`src/rtl/nvio_pkg.sv`:
```
package nvio_pkg;
  localparam int NPINS = 9;
  typedef logic [NPINS-1:0] pinvec_t;

  localparam logic [7:0] A_PU_LO  = 8'hF0;
  localparam logic [7:0] A_PU_HI  = 8'hF1;
  localparam logic [7:0] A_CTL_LO = 8'hF2;
  localparam logic [7:0] A_CTL_HI = 8'hF3;
  localparam logic [7:0] A_CFG    = 8'hF4;
  localparam logic [7:0] A_ST_LO  = 8'hF8;
  localparam logic [7:0] A_ST_HI  = 8'hF9;

  typedef enum logic [3:0] {
    RG_NONE, RG_MEM, RG_PU_LO, RG_PU_HI, RG_CTL_LO, RG_CTL_HI,
    RG_CFG, RG_ST_LO, RG_ST_HI
  } region_t;

  function automatic region_t decode(input logic [7:0] a, input int depth);
    if (int'(a) < depth) return RG_MEM;
    case (a)
      A_PU_LO:  return RG_PU_LO;
      A_PU_HI:  return RG_PU_HI;
      A_CTL_LO: return RG_CTL_LO;
      A_CTL_HI: return RG_CTL_HI;
      A_CFG:    return RG_CFG;
      A_ST_LO:  return RG_ST_LO;
      A_ST_HI:  return RG_ST_HI;
      default:  return RG_NONE;
    endcase
  endfunction

  function automatic logic [7:0] lo_byte(input pinvec_t v);
    return v[7:0];
  endfunction

  function automatic logic [7:0] hi_byte(input pinvec_t v);
    return {7'b0, v[8]};
  endfunction

  function automatic logic is_pinreg(input region_t r);
    return (r == RG_PU_LO) || (r == RG_PU_HI) || (r == RG_CTL_LO) || (r == RG_CTL_HI);
  endfunction
endpackage

```
`src/rtl/nvio_sync.sv`:
```
module nvio_sync #(
  parameter int W = 9
) (
  input  logic         clk,
  input  logic         rst_n,
  input  logic [W-1:0] d,
  output logic [W-1:0] q
);
  logic [W-1:0] meta;

  always_ff @(posedge clk or negedge rst_n) begin
    if (!rst_n) begin
      meta <= '0;
      q    <= '0;
    end else begin
      meta <= d;
      q    <= meta;
    end
  end
endmodule

```
`src/rtl/nvio_wr_timer.sv`:
```
module nvio_wr_timer #(
  parameter int TWR_CYCLES = 1000
) (
  input  logic clk,
  input  logic rst_n,
  input  logic start,
  output logic busy
);
  localparam int CW = $clog2(TWR_CYCLES + 1);
  logic [CW-1:0] cnt;

  always_ff @(posedge clk or negedge rst_n) begin
    if (!rst_n)               cnt <= '0;
    else if (start && !busy)  cnt <= CW'(TWR_CYCLES);
    else if (cnt != '0)       cnt <= cnt - CW'(1);
  end

  assign busy = (cnt != '0);

  // a start from idle opens the busy window on the next cycle
  p_start_busy_r7: assert property (@(posedge clk) disable iff (!rst_n)
    (start && !busy) |=> busy);
endmodule

```
`src/rtl/nvio_usermem.sv`:
```
module nvio_usermem #(
  parameter int DEPTH = 64
) (
  input  logic                     clk,
  input  logic                     nv_init_n,
  input  logic                     we,
  input  logic [$clog2(DEPTH)-1:0] waddr,
  input  logic [7:0]               wdata,
  input  logic [$clog2(DEPTH)-1:0] raddr,
  output logic [7:0]               rdata
);
  logic [7:0] cells [DEPTH];

  always_ff @(posedge clk or negedge nv_init_n) begin
    if (!nv_init_n) begin
      for (int i = 0; i < DEPTH; i++) cells[i] <= '0;
    end else if (we) begin
      cells[waddr] <= wdata;
    end
  end

  assign rdata = cells[raddr];
endmodule

```
`src/rtl/nvio_regcore.sv`:
```
module nvio_regcore
  import nvio_pkg::*;
#(
  parameter int      MEM_DEPTH  = 64,
  parameter int      TWR_CYCLES = 1000,
  parameter pinvec_t PU_INIT    = '0,
  parameter pinvec_t CTL_INIT   = '1
) (
  input  logic       clk,
  input  logic       nv_init_n,
  input  logic       rst_n,
  input  logic [7:0] bus_addr,
  input  logic [7:0] bus_wdata,
  input  logic       bus_wr,
  input  logic       bus_rd,
  input  logic       bus_stop,
  output logic       bus_ack,
  output logic [7:0] bus_rdata,
  output logic       busy,
  input  logic [8:0] pin_in,
  output logic [8:0] pin_drive_low,
  output logic [8:0] pin_pull_en
);
  localparam int AW = $clog2(MEM_DEPTH);

  pinvec_t sh_pu, sh_ctl, pend_pu, pend_ctl, nv_pu, nv_ctl, pin_sync;
  logic    see, recall_done, nv_dirty, tmr_busy;
  logic    wr_ok, rd_ok, commit, mem_we;
  logic [7:0] mem_q, rd_mux;
  region_t rg;

  assign rg     = decode(bus_addr, MEM_DEPTH);
  assign busy   = tmr_busy | ~recall_done;
  assign wr_ok  = bus_wr & ~busy;
  assign rd_ok  = bus_rd & ~busy;
  assign commit = bus_stop & ~busy & nv_dirty;
  assign mem_we = wr_ok && (rg == RG_MEM);

  nvio_sync #(.W(NPINS)) u_sync (
    .clk(clk), .rst_n(rst_n), .d(pin_in), .q(pin_sync)
  );

  nvio_wr_timer #(.TWR_CYCLES(TWR_CYCLES)) u_timer (
    .clk(clk), .rst_n(rst_n), .start(commit), .busy(tmr_busy)
  );

  nvio_usermem #(.DEPTH(MEM_DEPTH)) u_mem (
    .clk(clk), .nv_init_n(nv_init_n), .we(mem_we),
    .waddr(bus_addr[AW-1:0]), .wdata(bus_wdata),
    .raddr(bus_addr[AW-1:0]), .rdata(mem_q)
  );

  always_comb begin
    case (rg)
      RG_MEM:    rd_mux = mem_q;
      RG_PU_LO:  rd_mux = lo_byte(sh_pu);
      RG_PU_HI:  rd_mux = hi_byte(sh_pu);
      RG_CTL_LO: rd_mux = lo_byte(sh_ctl);
      RG_CTL_HI: rd_mux = hi_byte(sh_ctl);
      RG_CFG:    rd_mux = {7'b0, see};
      RG_ST_LO:  rd_mux = lo_byte(pin_sync);
      RG_ST_HI:  rd_mux = hi_byte(pin_sync);
      default:   rd_mux = 8'h00;
    endcase
  end

  // nonvolatile copy of the pin registers: survives power-up reset
  always_ff @(posedge clk or negedge nv_init_n) begin
    if (!nv_init_n) begin
      nv_pu  <= PU_INIT;
      nv_ctl <= CTL_INIT;
    end else if (commit) begin
      nv_pu  <= pend_pu;
      nv_ctl <= pend_ctl;
    end
  end

  // volatile state: shadows, staging, configuration, bus response
  always_ff @(posedge clk or negedge rst_n) begin
    if (!rst_n) begin
      recall_done <= 1'b0;
      see         <= 1'b0;
      sh_pu       <= '0;
      sh_ctl      <= '1;
      pend_pu     <= '0;
      pend_ctl    <= '1;
      nv_dirty    <= 1'b0;
      bus_ack     <= 1'b0;
      bus_rdata   <= '0;
    end else if (!recall_done) begin
      recall_done <= 1'b1;
      sh_pu       <= nv_pu;
      sh_ctl      <= nv_ctl;
      pend_pu     <= nv_pu;
      pend_ctl    <= nv_ctl;
      bus_ack     <= 1'b0;
      bus_rdata   <= '0;
    end else begin
      bus_ack   <= wr_ok | rd_ok;
      bus_rdata <= rd_ok ? rd_mux : 8'h00;
      if (commit) nv_dirty <= 1'b0;
      if (wr_ok) begin
        case (rg)
          RG_MEM: nv_dirty <= 1'b1;
          RG_PU_LO: begin
            sh_pu[7:0] <= bus_wdata;
            if (!see) begin pend_pu[7:0] <= bus_wdata; nv_dirty <= 1'b1; end
          end
          RG_PU_HI: begin
            sh_pu[8] <= bus_wdata[0];
            if (!see) begin pend_pu[8] <= bus_wdata[0]; nv_dirty <= 1'b1; end
          end
          RG_CTL_LO: begin
            sh_ctl[7:0] <= bus_wdata;
            if (!see) begin pend_ctl[7:0] <= bus_wdata; nv_dirty <= 1'b1; end
          end
          RG_CTL_HI: begin
            sh_ctl[8] <= bus_wdata[0];
            if (!see) begin pend_ctl[8] <= bus_wdata[0]; nv_dirty <= 1'b1; end
          end
          RG_CFG:  see <= bus_wdata[0];
          default: ;
        endcase
      end
    end
  end

  assign pin_drive_low = ~sh_ctl;
  assign pin_pull_en   = sh_pu;

  // no acknowledge for a strobe seen while busy
  p_refuse_busy_r8: assert property (@(posedge clk) disable iff (!rst_n)
    (busy && (bus_wr || bus_rd)) |=> !bus_ack);
  // read data is zero whenever there is no acknowledge
  p_rdata_idle_r12: assert property (@(posedge clk) disable iff (!rst_n)
    !bus_ack |-> (bus_rdata == 8'h00));
  // shadow-only writes leave the nonvolatile copy unchanged
  p_shadow_only_r5: assert property (@(posedge clk) disable iff (!rst_n)
    (wr_ok && see && is_pinreg(rg) && !nv_dirty) |=> ($stable(nv_ctl) && $stable(nv_pu)));
  // pin outputs move only after an accepted write
  p_pins_hold_r2: assert property (@(posedge clk) disable iff (!rst_n)
    (recall_done && !wr_ok) |=> ($stable(pin_drive_low) && $stable(pin_pull_en)));
  // at the end of recall the pins reflect the nonvolatile copy
  p_recall_r11: assert property (@(posedge clk) disable iff (!rst_n)
    $rose(recall_done) |-> ((pin_drive_low == ~nv_ctl) && (pin_pull_en == nv_pu)));
  // a stop with nothing pending does not start a write cycle
  p_clean_stop_r7: assert property (@(posedge clk) disable iff (!rst_n)
    (bus_stop && !busy && !nv_dirty && !wr_ok) |=> !busy);
endmodule

```
`config.mk`:
```
export PLATFORM = sky130hd
export DESIGN_NAME = nvio_regcore
export DESIGN_NICKNAME = d
export VERILOG_FILES = /design/src/rtl/nvio_pkg.sv /design/src/rtl/nvio_sync.sv /design/src/rtl/nvio_wr_timer.sv /design/src/rtl/nvio_usermem.sv /design/src/rtl/nvio_regcore.sv
export SDC_FILE = /design/constraint.sdc
export NUM_CORES = 1
export LEC_CHECK = 0
export BUFFER_PORTS_ARGS = -buffer_cell sky130_fd_sc_hd__buf_2
export CORE_ASPECT_RATIO = 1.2
export CORE_MARGIN = 1.5
export CORE_UTILIZATION = 35
export DETAILED_ROUTE_END_ITERATION = 8
export GPL_ROUTABILITY_DRIVEN = 0
export PLACE_DENSITY = 0.56
export SLEW_MARGIN = 10
export SYNTH_ARGS = -nofsm -noshare
export SYNTH_HDL_FRONTEND = slang
export SYNTH_SLANG_ARGS = --single-unit
```
`constraint.sdc`:
```
create_clock -name clk -period 3.8 [get_ports clk]
set_input_delay 0 -clock clk [delete_from_list [all_inputs] [get_ports clk]]
set_output_delay 0 -clock clk [all_outputs]
set_load 0.02 [all_outputs]
```
# Word-level counts from Yosys, hierarchy flattened
# Cells that the tools add are included.
[classes]
multipliers = 0
bitwise_logic = 10
n_eq_ne = 21
shift = 0
reduce_logical = 16
mux = 38
div = 0
magnitude_cmp = 3
n_addsub = 1
[op_table]
columns = ["op", "n"]
rows = [
  ["$bwmux W512", 1],
  ["$mux W8", 10],
  ["$mux W9", 8],
  ["$pmux W8 S8", 1],
  ["$eq A8 B8 Y1 const B", 7],
  ["$bmux W8 S6", 1],
  ["$demux W8 S6", 1],
  ["$pmux W4 S7", 1],
  ["$mux W10", 2],
  ["$eq A4 B3 Y1 const B", 4],
  ["$reduce_and A3 Y1", 5],
  ["$mux W1", 10],
  ["$ne A2 B1 Y1 const B", 5],
  ["$reduce_bool A10 Y1", 1],
  ["$sub A10 B1 Y10 const B", 1],
  ["$not A9 Y9", 1],
  ["$eq A4 B2 Y1 const B", 2],
  ["$lt A8 B7 Y1 const B", 1],
  ["$mux W4", 2],
  ["$reduce_and A2 Y1", 4],
  ["$ge A7 B7 Y1 const B", 1],
  ["$lt A7 B1 Y1 const B", 1],
  ["$not A6 Y7", 1],
  ["$and A1 B1 Y1", 4],
  ["other kinds (10)", 14],
]
[word_totals]
word_cells = 171
mem_count = 0
input_bits = 31
ramBits = 0
rom_bits = 0
latchBits = 0
regBits = 606
output_inout_bits = 28

# Depth between registers and ports, before layout
# Gate-level depths: netlist of run 1.
[logic_depth]
word_depth = 9
mapped_depth = 12
mapped_depth_nobuf = 7

# Hierarchy
# A second synthesis of run 1 with hierarchy kept.
[unflattened]
cells_unflattened = 1869
hier_area_um2 = 28025.6
[by_module_without_submodules]
columns = ["mod", "seq_area_each_um2", "cells_each", "n_inst", "area_per_inst_um2"]
rows = [
  ["nvio_usermem", 12812.3, 1499, 1, 23596.4],
  ["nvio_regcore", 1685.4, 294, 1, 3394.5],
  ["nvio_wr_timer", 250.2, 58, 1, 584.3],
  ["nvio_sync", 450.4, 18, 1, 450.4],
]

# Least setup slack after synthesis of run 1
# No wires, ideal clock.
[synth_timing]
path_type = "register to register"
from = "register u_timer.cnt[0]"
to = "register u_mem.cells[192] (netlist bit)"
stages_incl_launch_ff = 8
path_buffers = 0
required_ps = 3675
setup_time_ps = 125
period_less_slack_ps = 2415
arrival_ps = 2291
path_slack_ps = 1385
cell_sequence = "dfrtp_1 > inv_1 > ha_1 > nand3_1 > nor3_4 > nand3_4 > nor2_8 > mux2_2"
[synth_via]
elab_chain_len = 5
[synth_lines]
columns = ["element", "line", "source"]
rows = [
  ["from (decl)", "nvio_wr_timer.sv:10", "logic [CW-1:0] cnt;"],
  ["from (signal assigned)", "nvio_wr_timer.sv:14", "else if (start && !busy) cnt <= CW'(TWR_CYCLES);"],
  ["from (signal assigned)", "nvio_wr_timer.sv:15", "else if (cnt != '0) cnt <= cnt - CW'(1);"],
  ["$reduce_bool A10 Y1", "nvio_wr_timer.sv:18", "assign busy = (cnt != '0);"],
  ["$or A1 B1 Y1", "nvio_regcore.sv:33", "assign busy = tmr_busy | ~recall_done;"],
  ["$not A1 Y1", "nvio_regcore.sv:34", "assign wr_ok = bus_wr & ~busy;"],
  ["$and A1 B1 Y1", "nvio_regcore.sv:34", ""],
  ["$logic_and A1 B1 Y1", "nvio_regcore.sv:37", "assign mem_we = wr_ok && (rg == RG_MEM);"],
  ["to (signal, indexed assignment)", "nvio_usermem.sv:18", "cells[waddr] <= wdata;"],
  ["to (decl)", "nvio_usermem.sv:12", "logic [7:0] cells [DEPTH];"],
]
# No other way between the ends.
# A chain may end at the register's enable or synchronous reset.

# Worst setup path in the final report of run 1
[layout_timing]
from = "register u_timer.cnt[7]"
to = "register u_mem.cells[464] (netlist bit)"
# The elaborated chain is that of the path after synthesis.

==> run summary, run 1 <==
Area Growth Syn to Fin -> 14.00%
Via/cell ratio -> 5.457
CORE AREA -> 78890 µm²
# setup viols final -> 0
Drt wl/cell -> 25.13 µm
Xor-xnor portion of the synthesized cell area -> 0.1891%
Gr usage total -> 19.36%
Worst Path Required -> 4.27 ns
Crit Path Class -> flip-flop to flip-flop
Share of layout cells above drive strength 1 -> 46.93%
Worst path arrival time -> 3.51 ns
Initial antenna violation count -> 1
Boundary Pins -> 59
Clock Latency Late Sink -> 0.62 ns
Die height -> 311.7 µm
Area leader, netlist -> dfrtp_1
Hold_ws -> -0.005111 ns
#FFs+latches synth -> 606
Synth area leaders -> dfrtp_1 52%, mux2_2 22%, mux4_2 7.5%, mux2i_1 3.2%, dfstp_2 2.6%
P_leak -> 14.92 nW
Yosys cell types -> 69
Remaining antenna violation count -> 0
Max-slew violation count -> 0
Iter 0 DRT Violations -> 1355
Clk network pwr share -> 47.6%
Synth Area in Adders -> 0.09003%
Worst Path Max Fanout -> 8
Sw Share -> 23.19%
Tcrit/Tclk final -> 79.90%
Synth Area per Inst -> 14.49 µm²
Status -> finished, violations left
RSZ-0062 raised after global routing -> false
Number of global-route vias before repair -> 17730
CTS tree -> done
Routed wire length -> 77.09 mm
Nets@finish -> 2018
Relative slew slack -> 20.73%
Resized cells post-CTS -> 0
Site Rows -> 113
Fill count -> 7300
Postcts setup bufs -> 0
Overall Power -> 13.94 mW
Combinational power share -> 5.4%
Sequential power share -> 47.0%
Worst Hold Class -> input pin to async pin
Final clock skew -> 0.02660 ns
Post-Syn Area -> 27800 µm²
Sequential fraction of the synthesis area -> 54.68%
Most frequent cells in the layout -> 579 x dfrtp_1, 550 x mux2_2, 93 x mux4_2, 89 x mux2i_1, 67 x clkbuf_16
Clock Tree Buf Depth -> 3
Maximum VDD drop -> 0.2602 mV
Clock root buffer -> clkbuf_16
First-pass GRT wire length -> 118.0 mm
Die Width -> 260.3 µm
Synthesized instance count -> 1918
Simple-gate portion of the synthesized area -> 5.735%
Setup TNS -> 0 ns
Final Hold Viols -> 3
Post-synthesis net count -> 1951
Switching power of the nets -> 3.233 mW
Die area -> 81130 µm²
IO Port Bufs -> 58
Mux share of post-synthesis cell area -> 33.02%
Detail Placement HPWL -> 50.24 mm
Largest net degree at the start of global routing -> 117
Startpoint Class -> flip-flop
Synthesis warning total -> 0
CP endpoint kind -> flip-flop
Power per Cell Area -> 439.9 nW/µm²
CTS HTree Levels -> 3
Initial Utilization -> 35.23%
Compound-Gate Fraction of Synth Area -> 4.015%
Ys flop type -> dfrtp_1
Total CTS buffers -> 67
Main combinational cell family by area after synthesis -> multiplexers
Most common cell after layout, fill and taps aside -> dfrtp_1
Hold_buf cts -> 19
CTS Sinks -> 606
Grt ovf -> 0
DRC errors left -> 0
Worst-margin pin slew -> 1.189 ns
Post-synth EDFFs -> 0
Max Freq -> 329.4 MHz
Top-area cell type share of the netlist area -> 52.12%
Clk slew on worst S/H paths -> 0.06 ns
Int Power -> 10.71 mW
Max cap viols -> 0
Failing checks -> negative hold slack
Minimum clock period -> 3.036 ns
Ant diodes -> 0
DRT Pass-1 Iters -> 6
Vias -> 16740
Post-synth ARST share -> 100.0%
cells by family (layout without fill, tap and decap cells):
| group | after synthesis | count (layout) |
|---|---|---|
| AO/OA/AOI/OAI | 172 | 172 |
| XOR/XNOR | 6 | 6 |
| adder cells (fa/ha/maj) | 2 | 2 |
| buffers and inverters | 139 | 254 |
| flip-flops | 606 | 606 |
| multiplexers | 732 | 732 |
| other | 1 | 1 |
| AND/OR/NAND/NOR | 260 | 260 |
critical path, cell delays in order, from the launching register on:
cell	delay, ns
dfrtp_1	0.43
nor4_4	0.38
nand2_1	0.14
nor3_4	0.43
buf_4	0.29
nand2b_1	0.36
nor2_2	0.47
mux2_2	0.39
flip-flops by register name, summed over array words and instances (netlist names), 8 cells and up:
name         cells
bus_rdata        8
u_timer.cnt     10
sh_ctl           9
pend_ctl         9
u_sync.meta      9
nv_ctl           9
u_sync.q         9
pin_pull_en      9
u_mem.cells    512
nv_pu            9
pend_pu          9
per-stage QoR:
| step | utilization (%) | setup WS (ns) | hold WS [ns] | instances | cell area (µm²) |
|---|---|---|---|---|---|
| 5_1_grt | 40.17 | 0.6510 | 0.03424 | 3068 | 31690 |
| 6_report | 40.17 | 0.7638 | -0.005111 | 3068 | 31690 |
| 2_1_floorplan | - | 1.385 | -0.2956 | 1918 | 27800 |
| 3_3_place_gp | 37.07 | 0.4032 | 0.04572 | 2932 | 29250 |
| 4_1_cts | 40.16 | 0.7686 | 0.006232 | 3068 | 31690 |
| 3_5_place_dp | 37.07 | 0.4496 | 0.05904 | 2932 | 29250 |
area by class of cell:
type / instances / area [µm²] / share of cell area (%)
Multi-Input combinational cell: 1173 / 11970 / 37.78
Tap cell: 1035 / 1295 / 4.087
Clock buffer: 100 / 1971 / 6.219
Sequential cell: 606 / 15200 / 47.96
Clock inverter: 17 / 276.5 / 0.8726
Inverter: 13 / 48.80 / 0.1540
Timing Repair Buffer: 124 / 928.4 / 2.930
worst paths after layout:
| kind | start | endpoint | slack [ns] | cells after the start |
|---|---|---|---|---|
| max in group asynchronous | nv_init_n | u_mem.cells[280] | 2.63 | 3 |
| min | nv_init_n | u_mem.cells[81] | -0.005 | 2 |
| max reg2reg | u_timer.cnt[7] | u_mem.cells[464] | 0.76 | 7 |
| min reg2reg | u_sync.meta[7] | u_sync.q[7] | 0.35 | 0 |
| max | u_timer.cnt[7] | u_mem.cells[464] | 0.76 | 7 |
| min in group clk | pin_in[4] | u_sync.meta[4] | 0.04 | 2 |
routing by layer:
metal | share of wire, % | global-route usage (%) | vias to the layer above
met5 | 0.017 | 0 | -
met4 | 2.9 | 6.319 | 2
met3 | 4.8 | 3.343 | 120
met2 | 49 | 31.66 | 461
met1 | 44 | 25.98 | 8965
li1 | - | - | 7194
power by group through the flow:
stage / logic (mW) / registers [mW] / clock network [mW]
2_1_floorplan: 0.360 / 6.66 / 0
3_3_place_gp: 0.742 / 6.66 / 0
3_5_place_dp: 0.751 / 6.67 / 0
4_1_cts: 0.767 / 6.55 / 6.81
5_1_grt: 0.820 / 6.55 / 7.07
6_report: 0.758 / 6.55 / 6.63
Yosys cell counts, types with 4 or more instances:
library cell    n
dfrtp_1       579
mux2_2        550
mux4_2         93
mux2i_1        89
clkbuf_1       72
nor2_1         65
a21oi_1        60
nand2_1        47
nor2_2         40
buf_2          31
o21ai_0        29
dfstp_2        27
a22oi_1        19
nand3_1        18
nor2_4         17
buf_4          12
o22ai_1        12
inv_1          11
nor3_1          9
buf_1           8
nand2b_1        8
nor2_8          8
nor2b_1         8
a222oi_1        7
a211oi_1        6
nor4_1          6
a221oi_1        5
and2_1          5
a32oi_1         4
nand2_2         4
nand4_1         4
o32ai_1         4
xnor2_1         4
(Power assumes the default switching activity.)
==> run 2, diff against run 1 <==
ABC_AREA = 1   (was unset)
PLACE_DENSITY = 0.57   (was 0.56)
clock period = 2.7 ns   (was 3.8 ns; I/O delays follow)
==> run 2 against run 1 <==
Effect of this change: the run still ends with negative hold slack left; largest cell class unchanged; final area shrank 2.4%; clock power grew 38%; area after synthesis shrank 4.1%; via count grew 25%; critical path depth grew 5; first-iteration DRC count grew 38%; fmax grew 26%; count of clock-buffer cells in the layout shrank 3; critical path type unchanged; highest routed layer unchanged; worst setup slack lost 0.48 ns; worst hold slack gained 0.0029 ns; wire length grew 0.93%.
==> run summary, run 2 <==
Ys flop type -> dfrtp_1 (unchanged)
Worst R2R Setup Slack -> 0.28 ns (was 0.76 ns)
Post-synthesis net count -> 3037 (was 1951)
P_leak -> 14.36 nW (was 14.92 nW)
Met2 Use GR -> 33.66% (was 31.66%)
Die height -> 305.3 µm (was 311.7 µm)
Crit-path slowest cell -> dfrtp_1 (was nor2_2)
Clock Latency Late Sink -> 0.62 ns (about the same)
Worst path arrival time -> 2.87 ns (was 3.51 ns)
Share of layout cells above drive strength 1 -> 12.29% (was 46.93%)
Max incr delay on CP -> 0.36 ns (was 0.47 ns)
Max reg flops -> 512 (unchanged)
Clk slew on worst S/H paths -> 0.06 ns (about the same)
Clock root buffer -> clkbuf_16 (unchanged)
Boundary Pins -> 59 (unchanged)
Gr usage total -> 20.44% (was 19.36%)
CORE AREA -> 75150 µm² (was 78890 µm²)
Post-synth ARST share -> 100.0% (unchanged)
Status -> finished, violations left (unchanged)
Critical path cell sequence -> inv_1 -> ha_1 -> nand4_1 -> nor2_4 -> nand2_2 -> nor2_8 -> nand2_4 -> nor3_4 -> buf_4 -> nand2_1 -> nand2_1 -> o21ai_0 (was nor4_4 -> nand2_1 -> nor3_4 -> buf_4 -> nand2b_1 -> nor2_2 -> mux2_2)
Failing checks -> negative hold slack (unchanged)
Largest net degree at the start of global routing -> 78 (was 117)
CTS HTree Levels -> 3 (unchanged)
IO Port Bufs -> 58 (unchanged)
Worst Path Required -> 3.15 ns (was 4.27 ns)
Ant diodes -> 0 (unchanged)
Nets@finish -> 3090 (was 2018)
Vias -> 20890 (was 16740)
Gr busiest metal -> met2 (unchanged)
Crit Path Class -> flip-flop to flip-flop (unchanged)
Initial antenna violation count -> 3 (was 1)
Combinational power share -> 7.5% (was 5.4%)
CTS Sinks -> 606 (unchanged)
Grt ovf -> 0 (unchanged)
Postcts setup bufs -> 0 (unchanged)
Synth area leaders -> dfrtp_1 54%, nand2_1 12%, o21ai_0 12%, o22ai_1 4.3%, nor2_1 2.9% (was dfrtp_1 52%, mux2_2 22%, mux4_2 7.5%, mux2i_1 3.2%, dfstp_2 2.6%)
# setup viols final -> 0 (unchanged)
#FFs+latches synth -> 606 (unchanged)
Area leader, netlist -> dfrtp_1 (unchanged)
First-pass GRT wire length -> 123.6 mm (was 118.0 mm)
CP endpoint kind -> flip-flop (unchanged)
Met3 GRT Util -> 2.546% (was 3.343%)
Power per Cell Area -> 641.5 nW/µm² (was 439.9 nW/µm²)
Worst-margin pin slew -> 0.9902 ns (was 1.189 ns)
DRT Pass-1 Iters -> 5 (was 6)
Via/cell ratio -> 5.077 (was 5.457)
RR Startpoint -> u_timer.cnt[0] (was u_timer.cnt[7])
Sw Share -> 24.85% (was 23.19%)
GR Layer Usage met1 -> 27.69% (was 25.98%)
Max cap viols -> 0 (unchanged)
Most common cell after layout, fill and taps aside -> nand2_1 (was dfrtp_1)
Post-Syn Area -> 26650 µm² (was 27800 µm²)
Switching power of the nets -> 4.932 mW (was 3.233 mW)
Most frequent cell after synthesis -> nand2_1 (was dfrtp_1)
Number of global-route vias before repair -> 20730 (was 17730)
Reg with most FFs -> u_mem.cells (unchanged)
Yosys cell types -> 44 (was 69)
Final Non-Filler Cells -> 4115 (was 3068)
Drt wl/cell -> 18.91 µm (was 25.13 µm)
Largest regs -> u_mem.cells x512, u_timer.cnt x10 (unchanged)
Die area -> 77800 µm² (was 81130 µm²)
Placed Cells -> 3971 (was 2932)
Max Freq -> 413.7 MHz (was 329.4 MHz)
Top-area cell type share of the netlist area -> 54.38% (was 52.12%)
Detail Placement HPWL -> 50.49 mm (was 50.24 mm)
Initial Utilization -> 35.46% (was 35.23%)
Cell family with most CP delay -> simple AND/OR/NAND/NOR gates (unchanged)
Sequential fraction of the synthesis area -> 57.04% (was 54.68%)
Final Hold Viols -> 1 (was 3)
Hold_ws -> -0.002252 ns (was -0.005111 ns)
Iter 0 DRT Violations -> 1873 (was 1355)
R2R Path End -> u_mem.cells[27] (was u_mem.cells[464])
Int Power -> 14.91 mW (was 10.71 mW)
Synthesized instance count -> 3004 (was 1918)
Most frequent cells in the layout -> 862 x nand2_1, 647 x o21ai_0, 579 x dfrtp_1, 206 x nor2_1, 183 x o22ai_1 (was 579 x dfrtp_1, 550 x mux2_2, 93 x mux4_2, 89 x mux2i_1, 67 x clkbuf_16)
Worst Hold Class -> input pin to async pin (unchanged)
RSZ-0062 raised after global routing -> true (was false)
Clk network pwr share -> 46.1% (was 47.6%)
Cell repeated most along the worst path -> nand2_1
Final clock skew -> 0.01697 ns (was 0.02660 ns)
Overall Power -> 19.85 mW (was 13.94 mW)
DRC errors left -> 0 (unchanged)
Startpoint Class -> flip-flop (unchanged)
Sequential power share -> 46.3% (was 47.0%)
Total CTS buffers -> 67 (unchanged)
R2r worst-path depth -> 12 (was 7)
Buf+Inv Stages, Crit Path -> 2 (was 1)
Synth Area per Inst -> 8.870 µm² (was 14.49 µm²)
Routed wire length -> 77.80 mm (was 77.09 mm)
Site Rows -> 110 (was 113)
Synthesis warning total -> 0 (unchanged)
Post-synth EDFFs -> 0 (unchanged)
Maximum VDD drop -> 0.3440 mV (was 0.2602 mV)
CTS tree -> done (unchanged)
Minimum clock period -> 2.417 ns (was 3.036 ns)
Relative slew slack -> 33.99% (was 20.73%)
Tcrit/Tclk final -> 89.53% (was 79.90%)
Top cells by count, synth -> 867 x nand2_1, 647 x o21ai_0, 579 x dfrtp_1, 208 x nor2_1, 183 x o22ai_1 (was 579 x dfrtp_1, 550 x mux2_2, 93 x mux4_2, 89 x mux2i_1, 72 x clkbuf_1)
Max-slew violation count -> 0 (unchanged)
Clock Tree Buf Depth -> 3 (unchanged)
Remaining antenna violation count -> 0 (unchanged)
Area Growth Syn to Fin -> 16.11% (was 14.00%)
Worst Path Max Fanout -> 16 (was 8)
Die Width -> 254.9 µm (was 260.3 µm)
run 2: routing by layer:
layer	share of wire, %	vias to the layer above
met4	2.6	6
li1	-	10170
met1	45	10080
met5	0.053	-
met2	48	498
met3	4.3	133
run 2: worst max-delay path by stage:
stage,startpoint,end,slack [ns],cells after the start
2_1_floorplan,u_timer.cnt[0],u_mem.cells[78],0.49,13
3_3_place_gp,bus_addr[1],bus_rdata[6],0.25,12
3_5_place_dp,u_timer.cnt[0],u_mem.cells[67],0.25,12
4_1_cts,u_timer.cnt[0],u_mem.cells[3],0.21,12
5_1_grt,u_timer.cnt[0],u_mem.cells[27],-0.007,12
6_report,u_timer.cnt[0],u_mem.cells[27],0.28,12
run 2: per-stage QoR:
step | hold slack [ns] | setup WS, ns | area, µm² | util [%] | TNS [ns]
CTS | 0.001586 | 0.2115 | 30930 | 41.15 | 0
detailed placement | 0.04176 | 0.2537 | 28480 | 37.90 | 0
global route | 0.02351 | -0.007364 | 30940 | 41.17 | -0.02079
global placement | 0.04148 | 0.2507 | 28480 | 37.90 | 0
floorplan | -0.2956 | 0.4885 | 26650 | - | 0
finish | -0.002252 | 0.2828 | 30940 | 41.17 | 0
run 2: layout make-up:
type / instances / area [µm²]
multi-input cells: 2069 / 10140
repair buffers: 186 / 1659
clock inverters: 22 / 202.7
fillers: 7526 / 44210
flip-flops and latches: 606 / 15200
inverters: 127 / 483.0
well taps: 1008 / 1261
clock buffers: 97 / 1991
run 2: cell families (layout without fill, tap and decap cells):
group	after synthesis	after routing	share of synthesized area, %
compound gates	893	893	18.07
simple gates	1170	1170	19.66
fa+ha+maj	2	2	0.09390
flops	606	606	57.04
buf+inv	329	432	5.015
mux	1	1	0.04226
xor+xnor	2	2	0.06575
other cells	1	1	0.01407
run 2: power groups by stage:
stage               Sequential [mW]  Clock, mW  Combinational, mW
floorplan                      9.36          0              0.703
global placement               9.35          0               1.48
detailed placement             9.35          0               1.49
CTS                            9.19       9.36               1.52
global route                   9.19       9.70               1.65
finish                         9.19       9.16               1.50
run 2: timing repair:
item | in CTS | in global routing
endpoints found under the hold margin | 726 | 0
endpoints found under the setup margin | 0 | 14
gates resized for setup | 0 | 4
hold buffers | 25 | 0
==> run 3, diff against run 2 <==
RECOVER_POWER = 100   (was unset)
==> run 3 against run 2 <==
Effect of this change: the flow finishes with violations (max-capacitance violations, max-slew violations); clock power is essentially flat; critical path depth is the same; non-clock buffer count is the same; via count grew 0.27%; worst hold slack gained 0.030 ns.
==> run summary, run 3 (same netlist as run 2, synthesis figures left out) <==
Worst Hold Class -> input pin to flip-flop (was input pin to async pin)
Clk network pwr share -> 46.2% (was 46.1%)
Placed instance area -> 28480 µm² (unchanged)
Initial antenna violation count -> 3 (unchanged)
Max reg flops -> 512 (unchanged)
Remaining antenna violation count -> 0 (unchanged)
Share of layout cells above drive strength 1 -> 11.17% (was 12.29%)
Number of global-route vias before repair -> 20730 (unchanged)
Design area -> 30820 µm² (was 30940 µm²)
Fill count -> 7568 (was 7526)
IO Port Bufs -> 58 (unchanged)
Iter 0 DRT Violations -> 1906 (was 1873)
Final Hold Viols -> 0 (was 1)
CTS tree -> done (unchanged)
Worst-margin pin slew -> 2.047 ns (was 0.9902 ns)
Max-slew violation count -> 146 (was 0)
Drt wl/cell -> 18.88 µm (was 18.91 µm)
Grt ovf -> 0 (unchanged)
Power per Cell Area -> 643.6 nW/µm² (was 641.5 nW/µm²)
Multi-input gate area -> 10140 µm² (unchanged)
DRC errors left -> 0 (unchanged)
Final Worst Setup Slack -> 0.2769 ns (was 0.2828 ns)
Overall Power -> 19.83 mW (was 19.85 mW)
# setup viols final -> 0 (unchanged)
Clock Tree Buf Depth -> 3 (unchanged)
Boundary Pins -> 59 (unchanged)
Max incr delay on CP -> 0.36 ns (about the same)
Maximum VDD drop -> 0.3447 mV (was 0.3440 mV)
Relative slew slack -> -36.48% (was 33.99%)
Startpoint Class -> flip-flop (unchanged)
RSZ-0062 raised after global routing -> true (unchanged)
Sequential power share -> 46.3% (about the same)
Worst Path Max Fanout -> 16 (unchanged)
Clock Latency Late Sink -> 0.61 ns (was 0.62 ns)
DRT Pass-1 Iters -> 5 (unchanged)
First-pass GRT wire length -> 123.6 mm (unchanged)
Failing checks -> max-capacitance violations, max-slew violations (was negative hold slack)
Gr usage total -> 20.44% (unchanged)
Post-layout util -> 41.01% (was 41.17%)
Ant diodes -> 0 (unchanged)
Routed wire length -> 77.68 mm (was 77.80 mm)
Area Growth Syn to Fin -> 15.65% (was 16.11%)
Final clock skew -> 0.01752 ns (was 0.01697 ns)
Initial Utilization -> 35.46% (unchanged)
Most common cell after layout, fill and taps aside -> nand2_1 (unchanged)
Place WS -> 0.2537 ns (unchanged)
CORE AREA -> 75150 µm² (unchanged)
Via/cell ratio -> 5.090 (was 5.077)
Die Width -> 254.9 µm (unchanged)
Crit Path Class -> flip-flop to flip-flop (unchanged)
Switching power of the nets -> 4.935 mW (was 4.932 mW)
CTS HTree Levels -> 3 (unchanged)
Critical path cell sequence -> inv_1 -> ha_1 -> nand4_1 -> nor2_4 -> nand2_2 -> nor2_8 -> nand2_4 -> nor3_4 -> buf_4 -> nand2_1 -> nand2_1 -> o21ai_0 (unchanged)
Most frequent cells in the layout -> 862 x nand2_1, 650 x o21ai_0, 579 x dfrtp_1, 206 x nor2_1, 183 x o22ai_1 (was 862 x nand2_1, 647 x o21ai_0, 579 x dfrtp_1, 206 x nor2_1, 183 x o22ai_1)
Worst R2R Setup Slack -> 0.28 ns (about the same)
Site Rows -> 110 (unchanged)
Die area -> 77800 µm² (unchanged)
CTS Sinks -> 606 (unchanged)
Clk slew on worst S/H paths -> 0.06 ns (about the same)
Reg with most FFs -> u_mem.cells (unchanged)
Nets@finish -> 3090 (unchanged)
Postcts setup bufs -> 0 (unchanged)
Max Freq -> 412.7 MHz (was 413.7 MHz)
CP endpoint kind -> flip-flop (unchanged)
Die height -> 305.3 µm (unchanged)
Int Power -> 14.90 mW (was 14.91 mW)
Worst path arrival time -> 2.87 ns (about the same)
Clock root buffer -> clkbuf_16 (unchanged)
Largest net degree at the start of global routing -> 78 (unchanged)
Cell repeated most along the worst path -> nand2_1 (unchanged)
Sw Share -> 24.88% (was 24.85%)
FF/Latch Area -> 15200 µm² (unchanged)
Max cap viols -> 2 (was 0)
Vias -> 20950 (was 20890)
Largest regs -> u_mem.cells x512, u_timer.cnt x10 (unchanged)
Total CTS buffers -> 67 (unchanged)
Status -> finished, violations left (unchanged)
Detail Placement HPWL -> 50.49 mm (unchanged)
Combinational power share -> 7.5% (about the same)
P_leak -> 14.22 nW (was 14.36 nW)
Worst Path Required -> 3.15 ns (about the same)
Tcrit/Tclk final -> 89.74% (was 89.53%)
Setup TNS -> 0 ns (unchanged)
Minimum clock period -> 2.423 ns (was 2.417 ns)
Crit-path slowest cell -> dfrtp_1 (unchanged)
[run 3: path summary, 6_finish.rpt]
check | startpoint | endpoint | cells after the start
worst max register to register | u_timer.cnt[0] | u_mem.cells[27] | 12
worst min-delay path | pin_in[3] | u_sync.meta[3] | 2
max in group asynchronous | nv_init_n | nv_ctl[0] | 3
worst max-delay path | u_timer.cnt[0] | u_mem.cells[27] | 12
worst min register to register | u_sync.meta[4] | u_sync.q[4] | 0
min in group asynchronous | rst_n | pend_pu[1] | 2
[run 3: repair_timing]
| action | in CTS | in global routing |
|---|---|---|
| gates resized for setup | 0 | 4 |
| hold endpoints to repair | 726 | 0 |
| hold buffers | 25 | 0 |
| endpoints found under the setup margin | 0 | 14 |
[run 3: through the flow]
stage	instances	hold WS (ns)
5_1_grt	4115	0.02351
4_1_cts	4115	0.001586
3_3_place_gp	3971	0.04148
6_report	4115	0.02761
2_1_floorplan	3004	-0.2956
3_5_place_dp	3971	0.04176
[run 3: area by class of cell]
cell class | instances | area share, %
clock inverter | 22 | 0.6578
inverter | 127 | 1.567
timing repair buffer | 186 | 4.986
clock buffer | 97 | 6.460
multi-input combinational | 2069 | 32.92
tap | 1008 | 4.093
sequential | 606 | 49.32
[run 3: power groups by stage]
stage	clock (mW)	combinational (mW)	sequential [mW]
6_report	9.16	1.48	9.19
5_1_grt	9.70	1.63	9.19
4_1_cts	9.36	1.52	9.19
3_5_place_dp	0	1.49	9.35
3_3_place_gp	0	1.48	9.35
2_1_floorplan	0	0.703	9.36
[run 3: worst max-delay path, delay by kind of cell (launching register included)]
kind                       cells  cell delay (ns)
and+or+nand+nor                8             1.30
AOI/OAI and AO/OA              1             0.09
buffers and inverters          2             0.34
adders and majority gates      1             0.16
DFF                            1             0.36
[run 3: per-layer routing]
| layer | routed length, µm | share of wire, % | vias up | global-route usage (%) |
|---|---|---|---|---|
| met5 | 41 | 0.053 | - | 0 |
| met4 | 2058 | 2.6 | 6 | 6.963 |
| met3 | 3224 | 4.2 | 137 | 2.546 |
| met2 | 37490 | 48 | 478 | 33.66 |
| met1 | 34870 | 45 | 10150 | 27.69 |
| li1 | - | - | 10170 | - |
